==> src/rtl/prio_irq_pkg.sv <==
package prio_irq_pkg;
  localparam int unsigned N_SRC     = 16;
  localparam int unsigned LVL_W     = 3;
  localparam int unsigned CODE_W    = 6;
  localparam int unsigned DATA_W    = 32;
  localparam int unsigned BYTES     = DATA_W / 8;
  localparam int unsigned SRC_PER_W = 4;
  localparam int unsigned N_LVL_REG = N_SRC / SRC_PER_W;
  localparam int unsigned WORD_W    = 3;
  localparam int unsigned CODE_BASE = 16;
  localparam int unsigned CODE_BYP  = 32;

  localparam logic [WORD_W-1:0] W_STATUS = 3'd0;
  localparam logic [WORD_W-1:0] W_MASK   = 3'd1;
  localparam logic [WORD_W-1:0] W_LVL0   = 3'd4;

  localparam logic [DATA_W-1:0] STATUS_RST = DATA_W'((64'd1 << N_SRC) - 64'd1);

  typedef logic [DATA_W-1:0] word_t;
endpackage

==> src/rtl/irq_edge_detect.sv <==
module irq_edge_detect #(
  parameter int unsigned W = 17
) (
  input  logic         clk_i,
  input  logic         rst_ni,
  input  logic         soft_rst_i,
  input  logic [W-1:0] lvl_i,
  output logic [W-1:0] rise_o
);
  logic [W-1:0] lvl_q;

  always_ff @(posedge clk_i or negedge rst_ni) begin
    if (!rst_ni)         lvl_q <= '0;
    else if (soft_rst_i) lvl_q <= '0;
    else                 lvl_q <= lvl_i;
  end

  assign rise_o = lvl_i & ~lvl_q;
endmodule

==> src/rtl/irq_regbank.sv <==
module irq_regbank
  import prio_irq_pkg::*;
(
  input  logic                    clk_i,
  input  logic                    rst_ni,
  input  logic                    soft_rst_i,
  input  logic [N_SRC-1:0]        hw_clr_i,
  input  logic                    wr_i,
  input  logic [WORD_W-1:0]       word_i,
  input  logic [BYTES-1:0]        be_i,
  input  word_t                   wdata_i,
  output word_t                   rdata_o,
  output word_t                   mask_o,
  output word_t [N_LVL_REG-1:0]   lvl_o
);
  word_t status_q, mask_q;
  word_t [N_LVL_REG-1:0] lvl_q;

  function automatic word_t merge(word_t cur, word_t nw, logic [BYTES-1:0] be);
    word_t r = cur;
    for (int b = 0; b < BYTES; b++)
      if (be[b]) r[b*8 +: 8] = nw[b*8 +: 8];
    return r;
  endfunction

  logic wr_status, wr_mask;
  assign wr_status = wr_i && (word_i == W_STATUS);
  assign wr_mask   = wr_i && (word_i == W_MASK);

  word_t status_sw;
  assign status_sw = wr_status ? merge(status_q, wdata_i, be_i) : status_q;

  always_ff @(posedge clk_i or negedge rst_ni) begin
    if (!rst_ni) begin
      status_q <= STATUS_RST;
      mask_q   <= '0;
    end else if (soft_rst_i) begin
      status_q <= STATUS_RST;
      mask_q   <= '0;
    end else begin
      // hardware clear overrides a same-cycle software set
      status_q <= status_sw & ~DATA_W'(hw_clr_i);
      if (wr_mask) mask_q <= merge(mask_q, wdata_i, be_i);
    end
  end

  for (genvar g = 0; g < N_LVL_REG; g++) begin : g_lvl
    logic wr_lvl;
    assign wr_lvl = wr_i && (word_i == W_LVL0 + WORD_W'(g));
    always_ff @(posedge clk_i or negedge rst_ni) begin
      if (!rst_ni)         lvl_q[g] <= '0;
      else if (soft_rst_i) lvl_q[g] <= '0;
      else if (wr_lvl)     lvl_q[g] <= merge(lvl_q[g], wdata_i, be_i);
    end
  end

  word_t rd_word;
  always_comb begin
    rd_word = '0;
    if (word_i == W_STATUS)    rd_word = status_q;
    else if (word_i == W_MASK) rd_word = mask_q;
    else if (word_i >= W_LVL0) rd_word = lvl_q[word_i - W_LVL0];
    for (int b = 0; b < BYTES; b++)
      if (!be_i[b]) rd_word[b*8 +: 8] = 8'h00;
  end

  assign rdata_o = rd_word;
  assign mask_o  = mask_q;
  assign lvl_o   = lvl_q;

  AST_HW_CLR: assert property (@(posedge clk_i) disable iff (!rst_ni)
    (|hw_clr_i && !soft_rst_i) |=> ((status_q[N_SRC-1:0] & $past(hw_clr_i)) == '0));
  AST_SOFT_RST: assert property (@(posedge clk_i) disable iff (!rst_ni)
    soft_rst_i |=> (status_q == STATUS_RST && mask_q == '0 && lvl_q == '0));
endmodule

==> src/rtl/irq_emit_arb.sv <==
module irq_emit_arb
  import prio_irq_pkg::*;
(
  input  logic                  clk_i,
  input  logic                  rst_ni,
  input  logic                  soft_rst_i,
  input  logic [N_SRC-1:0]      rise_i,
  input  logic                  byp_rise_i,
  input  word_t                 mask_i,
  input  word_t [N_LVL_REG-1:0] lvl_i,
  output logic                  ip_valid_o,
  output logic [CODE_W-1:0]     ip_code_o
);
  logic [N_SRC-1:0] qual, pend_q, pend_d, cand;

  for (genvar s = 0; s < N_SRC; s++) begin : g_qual
    logic [LVL_W-1:0] lvl;
    assign lvl     = lvl_i[s / SRC_PER_W][(s % SRC_PER_W) * 8 +: LVL_W];
    assign qual[s] = rise_i[s] && (DATA_W'(lvl) > mask_i);
  end

  assign cand = pend_q | qual;

  logic                 emit_d;
  logic [CODE_W-1:0]    code_d;
  always_comb begin
    int unsigned idx;
    idx    = 0;
    for (int i = N_SRC - 1; i >= 0; i--)
      if (cand[i]) idx = i;
    emit_d = 1'b0;
    code_d = '0;
    pend_d = cand;
    if (byp_rise_i) begin
      emit_d = 1'b1;
      code_d = CODE_W'(CODE_BYP);
    end else if (|cand) begin
      emit_d      = 1'b1;
      code_d      = CODE_W'(CODE_BASE + idx);
      pend_d[idx] = 1'b0;
    end
  end

  always_ff @(posedge clk_i or negedge rst_ni) begin
    if (!rst_ni) begin
      pend_q     <= '0;
      ip_valid_o <= 1'b0;
      ip_code_o  <= '0;
    end else if (soft_rst_i) begin
      pend_q     <= '0;
      ip_valid_o <= 1'b0;
      ip_code_o  <= '0;
    end else begin
      pend_q     <= pend_d;
      ip_valid_o <= emit_d;
      ip_code_o  <= code_d;
    end
  end

  AST_BYP_CODE: assert property (@(posedge clk_i) disable iff (!rst_ni || soft_rst_i)
    byp_rise_i |=> (ip_valid_o && ip_code_o == CODE_W'(CODE_BYP)));
  AST_CODE_RANGE: assert property (@(posedge clk_i) disable iff (!rst_ni)
    ip_valid_o |-> (ip_code_o == CODE_W'(CODE_BYP) || ip_code_o[CODE_W-1:4] == 2'b01));
  AST_DRAIN: assert property (@(posedge clk_i) disable iff (!rst_ni || soft_rst_i)
    (|pend_q && !byp_rise_i) |=> (ip_valid_o && ip_code_o != CODE_W'(CODE_BYP)));
  AST_QUIET_RST: assert property (@(posedge clk_i) disable iff (!rst_ni)
    soft_rst_i |=> !ip_valid_o);
endmodule

==> src/rtl/prio_irq_ctrl.sv <==
module prio_irq_ctrl
  import prio_irq_pkg::*;
(
  input  logic              clk_i,
  input  logic              rst_ni,
  input  logic              soft_rst_i,
  input  logic [N_SRC-1:0]  src_i,
  input  logic              byp_i,
  input  logic              reg_wr_i,
  input  logic [WORD_W-1:0] reg_word_i,
  input  logic [BYTES-1:0]  reg_be_i,
  input  logic [DATA_W-1:0] reg_wdata_i,
  output logic [DATA_W-1:0] reg_rdata_o,
  output logic              ip_valid_o,
  output logic [CODE_W-1:0] ip_code_o
);
  logic [N_SRC:0]        rise;
  word_t                 mask;
  word_t [N_LVL_REG-1:0] lvl;

  irq_edge_detect #(.W(N_SRC + 1)) i_edge (
    .clk_i, .rst_ni, .soft_rst_i,
    .lvl_i  ({byp_i, src_i}),
    .rise_o (rise)
  );

  irq_regbank i_regs (
    .clk_i, .rst_ni, .soft_rst_i,
    .hw_clr_i (rise[N_SRC-1:0]),
    .wr_i     (reg_wr_i),
    .word_i   (reg_word_i),
    .be_i     (reg_be_i),
    .wdata_i  (reg_wdata_i),
    .rdata_o  (reg_rdata_o),
    .mask_o   (mask),
    .lvl_o    (lvl)
  );

  irq_emit_arb i_arb (
    .clk_i, .rst_ni, .soft_rst_i,
    .rise_i     (rise[N_SRC-1:0]),
    .byp_rise_i (rise[N_SRC]),
    .mask_i     (mask),
    .lvl_i      (lvl),
    .ip_valid_o,
    .ip_code_o
  );
endmodule

==> config.mk <==
export PLATFORM = sky130hd
export DESIGN_NAME = prio_irq_ctrl
export DESIGN_NICKNAME = d
export VERILOG_FILES = /design/src/rtl/prio_irq_pkg.sv /design/src/rtl/irq_edge_detect.sv /design/src/rtl/irq_regbank.sv /design/src/rtl/irq_emit_arb.sv /design/src/rtl/prio_irq_ctrl.sv
export SDC_FILE = /design/constraint.sdc
export NUM_CORES = 1
export LEC_CHECK = 0
export ABC_CLOCK_PERIOD_IN_PS = 8500
export BUFFER_PORTS_ARGS = -buffer_cell sky130_fd_sc_hd__buf_2
export CORE_MARGIN = 5
export CORE_UTILIZATION = 30
export DETAILED_ROUTE_END_ITERATION = 10
export GPL_TIMING_DRIVEN = 0
export SLEW_MARGIN = 10
export SYNTH_ARGS = -nofsm -noshare
export SYNTH_HDL_FRONTEND = slang
export SYNTH_SLANG_ARGS = --single-unit
==> constraint.sdc <==
create_clock -name clk_i -period 8.5 [get_ports clk_i]
set_clock_uncertainty 0.2 [all_clocks]
set_input_delay 1.7 -clock clk_i [delete_from_list [all_inputs] [get_ports clk_i]]
set_output_delay 1.7 -clock clk_i [all_outputs]
set_load 0.02 [all_outputs]
After elaboration in Yosys (flattened, before gate mapping):

Index checks and enable logic that the tools add are counted.

* register bits after elaboration: 232
* input port bits: 60
* output and inout bits: 39
* word-level logic and storage cells: 170

* reductions and logical operators: 54
* multiplexer cells: 57
* equality and inequality tests: 5
* order comparisons: 20
* bitwise operators: 7
* add/sub/neg operators: 2

Operators by type and width (count)
* 3-bit by 32-bit greater-than comparator with 1-bit output: 16
* 32-bit 2-to-1 mux: 16
* 8-bit 2-to-1 mux: 12
* 32-bit binary-select mux with 2-bit select: 1
* 4-bit 2-to-1 mux: 16
* 16-bit 2-to-1 mux: 3
* 2-bit AND reduction: 20
* 32-bit bitwise AND: 1
* 16-bit inverter with 32-bit output: 1
* 1-bit logical AND: 23
* 6-bit 2-to-1 mux: 3
* 2-bit nonzero test: 9
* 17-bit bitwise AND: 1
* 17-bit 2-to-1 mux: 1
* 17-bit inverter: 1
* 16-bit bitwise AND: 1
* 16-bit inverter: 1
* 16-bit OR: 1
* 16-bit OR reduction: 1
* 3-bit equality test, second input constant: 4
* 5-bit by 4-bit adder with 6-bit output, first input constant: 1
* 4-bit by 5-bit less-than comparator with 1-bit output, second input constant: 1
* 1-bit demux with 4-bit select: 1
* 4-bit by 1-bit >= comparator with 1-bit output, second input constant: 1
* 6 further kinds: 9

Longest topological paths before layout:

* depth after elaboration: 29
* mapped depth: 12
* depth with buffers taken out: 10

Modules after synthesis:

Synthesis repeated with hierarchy kept, for this count alone.

* cells, all modules: 1281
* area, all modules: 13685.6 um2

By module, submodules not included
* irq_regbank: times used 1, cells an instance 931, area each 10468.8 um2, seq. area each 4824.6 um2
* irq_emit_arb: times used 1, cells an instance 298, area each 2549.9 um2, seq. area each 575.6 um2
* irq_edge_detect: times used 1, cells an instance 52, area each 666.9 um2, seq. area each 425.4 um2

Worst setup path before layout:

OpenSTA, ideal clock, no wires.

* kind: input to output
* from: input port reg_word_i[0]
* to: output port reg_rdata_o[10]
* buffers on the path: 2
* required time: 6.600 ns
* setup slack: 3.329 ns
* cell stages on the path: 5
* arrival time: 3.271 ns
* cell sequence: clkbuf_1 > buf_1 > mux4_2 > a22oi_1 > nor2b_1

* longest elaborated chain between the ends: 7
* elaborated cells between the ends (all ways): 10
* those cells by class: 1 x add/sub; 1 x order compare; 1 x eq/ne; 6 x mux; 1 x reduce/logical

Ends and longest elaborated chain
* start, declared: line prio_irq_ctrl.sv:10 `input logic [WORD_W-1:0] reg_word_i,`
* 3-bit subtractor: line irq_regbank.sv:62 `else if (word_i >= W_LVL0) rd_word = lvl_q[word_i - W_LVL0];`
* 32-bit binary-select mux with 2-bit select: line irq_regbank.sv:62
* 32-bit 2-to-1 mux (implied by the code): line irq_regbank.sv:62
* 32-bit 2-to-1 mux: line irq_regbank.sv:62
* 32-bit 2-to-1 mux: line irq_regbank.sv:61 `else if (word_i == W_MASK) rd_word = mask_q;`
* 32-bit 2-to-1 mux (*): line irq_regbank.sv:60 `if (word_i == W_STATUS) rd_word = status_q;`
* 8-bit 2-to-1 mux (*): line irq_regbank.sv:64 `if (!be_i[b]) rd_word[b*8 +: 8] = 8'h00;`
* end, declared: line prio_irq_ctrl.sv:13 `output logic [DATA_W-1:0] reg_rdata_o,`

Every way passes the cells marked *; elsewhere a longest branch is shown, timed or not. The select of a mux whose other input is x is not followed.

Worst setup path after layout:

* from: input port reg_word_i[1]
* to: output port reg_rdata_o[15]

Same word-level chain as after synthesis.

==> key figures <==
Synthesis
  – Commonest cells in the netlist: dfrtp_1, o21ai_0, nand2_1, nor2b_1, clkbuf_1
  – Post-Syn Area per Cell: 10.2 um^2
  – YS warnings: 0
  – Dominant cell by count in the synthesized netlist: dfrtp_1
  – Asr flop ratio synth: 100%
  – Most area-consuming cells after synthesis: dfrtp_1, o21ai_0, mux4_2
  – Mapped Cells: 1,217
  – Area of the mapped netlist: 12,400 um^2
  – Post-synthesis sequential area ratio: 47.0%
  – Register bit total from synthesis: 232
  – Post-synth EDFFs: 0
  – Syn Nets: 1,325
  – Dominant synthesized flop cell: dfrtp_1
  – Dominant cell type by area after synthesis: dfrtp_1
  – Distinct cell type count of the synthesized netlist: 61
  – Yosys top cell area share: 43.6%

Placement
  – GP Congestion: 0.861
  – DP Worst Slack: 2490 ps
  – IO buf count: 95
  – DP Wirelength: 31.1 mm
  – Post-Place Cell Area: 13,600 um^2

CTS
  – Clock slew at reported path FFs: 60 ps
  – CTS Root Cell: clkbuf_16
  – Maximum buffer depth of the clock tree: 3
  – Hold buffers post-CTS: 0
  – Clk sinks: 232
  – # Post-CTS Setup Buffers: 0
  – CTS tree: yes
  – CTS resizes: 0
  – Worst-skew pair later-pin latency: 530 ps
  – Num CTS Buffers: 26
  – H-tree depth: 1

Route
  – Residual DRC count: 0
  – DRT Pass-1 Iters: 5
  – Drt first-iter violations: 853
  – Highest metal used: met5
  – Met3 WL: 2.24 mm
  – DR vias/cell: 5.37
  – Metal2 WL: 19.8 mm
  – DR WL/cell: 22.0 um
  – Post-Route WL: 41.8 mm
  – Via count: 10,200
  – Detail Route Antenna Nets: 0
  – Metal-1 WL: 18.3 mm

GRT
  – Vias in the first global route: 10,400
  – Gr ovfl total: 0
  – Global Route Usage Sum: 18.1%
  – Largest net degree at the start of global routing: 108
  – Initial antenna violation count: 2
  – First-pass GRT wire length: 63.7 mm

Floorplan
  – Die area: 45,500 um^2
  – Initial Util: 30.3%
  – Die Y: 213 um
  – DIE WIDTH: 213 um
  – Io pins: 99
  – Row cnt: 74
  – Core footprint: 40,800 um^2

Final layout
  – Core Util, Final: 35.5%
  – Final #Nets: 1,450
  – Area of the multi-input gates: 6170 um^2
  – # fillers: 4,047
  – FF+latch area: 5830 um^2
  – Layout area overhead: 17.0%
  – Share of layout cells above drive strength 1: 19.2%
  – Post-route cell area: 14,500 um^2

STA
  – RSZ-0062 raised after global routing: false
  – Max Fclk: 0.166 GHz
  – Final Max Tran Viols: 0
  – Setup ws final: 2470 ps
  – Final Hold Vio Count: 0
  – Minimum clock period: 6030 ps
  – Final setup vio count: 0
  – Slew HR: 30.0%
  – Least-Margin Pin Slew: 1050 ps
  – TNS Setup: 0 ps
  – Tcrit/Tclk final: 70.9%

Power and ir drop
  – PD cells: 202 nW/um^2
  – VDD IR max: 0.136 mV
  – Power consumption: 2.92 mW
  – Pleak: 6.20 nW

Worst setup path
  – R2R Path Start: i_regs.mask_o[1]
  – Critical Path Source Type: input port
  – Critical path type: input port to output port
  – Data required time at the worst endpoint: 6600 ps
  – Crit path capture type: output port
  – Crit path launch: reg_word_i[1]
  – Worst EP arrival: 4130 ps
  – CP max FO: 10

Min path
  – Hold path startpoint: i_edge.lvl_q[16]
  – Hold Crit Class: register to register

Run status
  – Status: finished clean

Job
  – Max Cap Violations: 0
==> power breakdown <==
part	leakage, nW	internal (mW)	total, mW	switching, mW
clock network	0.439	0.711	1.18	0.472
registers	3.02	1.19	1.26	0.0655
logic	2.74	0.183	0.480	0.296
total	6.20	2.09	2.92	0.834
==> cell usage in the layout, fill, tap and decap left out, types with 5 or more instances in the layout <==
master / count
a21o_1: 14
clkbuf_8: 8
ha_1: 48
buf_1: 9
a311oi_1: 7
o31ai_1: 27
o21bai_1: 8
inv_1: 28
dfrtp_1: 216
nand2_1: 154
buf_2: 96
mux4_2: 32
o21a_1: 5
o21ai_1: 11
clkbuf_16: 27
and3_1: 8
a21oi_1: 36
mux2_2: 43
nand2b_1: 44
a31oi_1: 5
nor4_2: 5
nor4_1: 8
a22oi_1: 32
nor2_1: 39
nor3_1: 16
clkbuf_1: 69
nand3_1: 31
nor2b_1: 73
or4_1: 5
mux2i_1: 12
dfstp_2: 16
o21ai_0: 167
==> worst paths after layout <==
path	to	slack (ps)	cells after the start
worst max-delay path	reg_rdata_o[15]	2470	7
worst min-delay path	i_arb.ip_code_o[5]	240	1
worst max register to register	i_arb.pend_q[9]	4190	10
worst min register to register	i_arb.ip_code_o[5]	240	1
max in group asynchronous	i_regs.status_q[25]	5960	3
min in group asynchronous	i_edge.lvl_q[4]	850	1
==> routing by layer <==
layer / up-vias / global-route usage (%)
met1: 5136 / 24.9
met2: 304 / 29.7
li1: 4659 / -
met5: - / 0
met4: 2 / 6.25
met3: 80 / 2.48
==> logic make-up (layout without fill, tap and decap cells) <==
family	after synthesis	in the layout	share of synthesized area [%]
AOI/OAI and AO/OA	347	347	17.7
adders and majority gates	48	48	4.85
buffers and inverters	102	247	3.17
DFF	232	232	47.0
muxes	87	87	10.7
other	0	1	0
and+or+nand+nor	401	401	16.5
==> final cells by class <==
| cell class | count | share of cell area (%) |
|---|---|---|
| clock buffers | 42 | 5.60 |
| flip-flops and latches | 232 | 40.2 |
| well taps | 532 | 4.59 |
| diodes | 1 | 0.0173 |
| multi-input cells | 883 | 42.6 |
| repair buffers | 97 | 3.73 |
| clock inverters | 6 | 0.570 |
| inverters | 28 | 0.725 |
| plain buffers | 74 | 1.99 |
==> stage by stage <==
step                cells  hold WS [ps]
finish               1895           242
global route         1894           268
CTS                  1894           251
detailed placement   1846           245
global placement     1844           241
floorplan            1217           216
==> critical path, stage by stage <==
cell and delay, ps:
buf_2 90, clkbuf_1 570, buf_1 730, mux4_2 360, a22oi_1 90, nor2b_1 350, buf_2 240
==> state kept, by name (all words and copies together), names as in the netlist <==
name,flops
i_regs.status_q,32
i_regs.lvl_o,128
i_arb.ip_valid_o,1
i_arb.pend_q,16
i_edge.lvl_q,17
i_arb.ip_code_o,6
i_regs.mask_o,32
No activity file was read; power rests on OpenSTA's default activity.
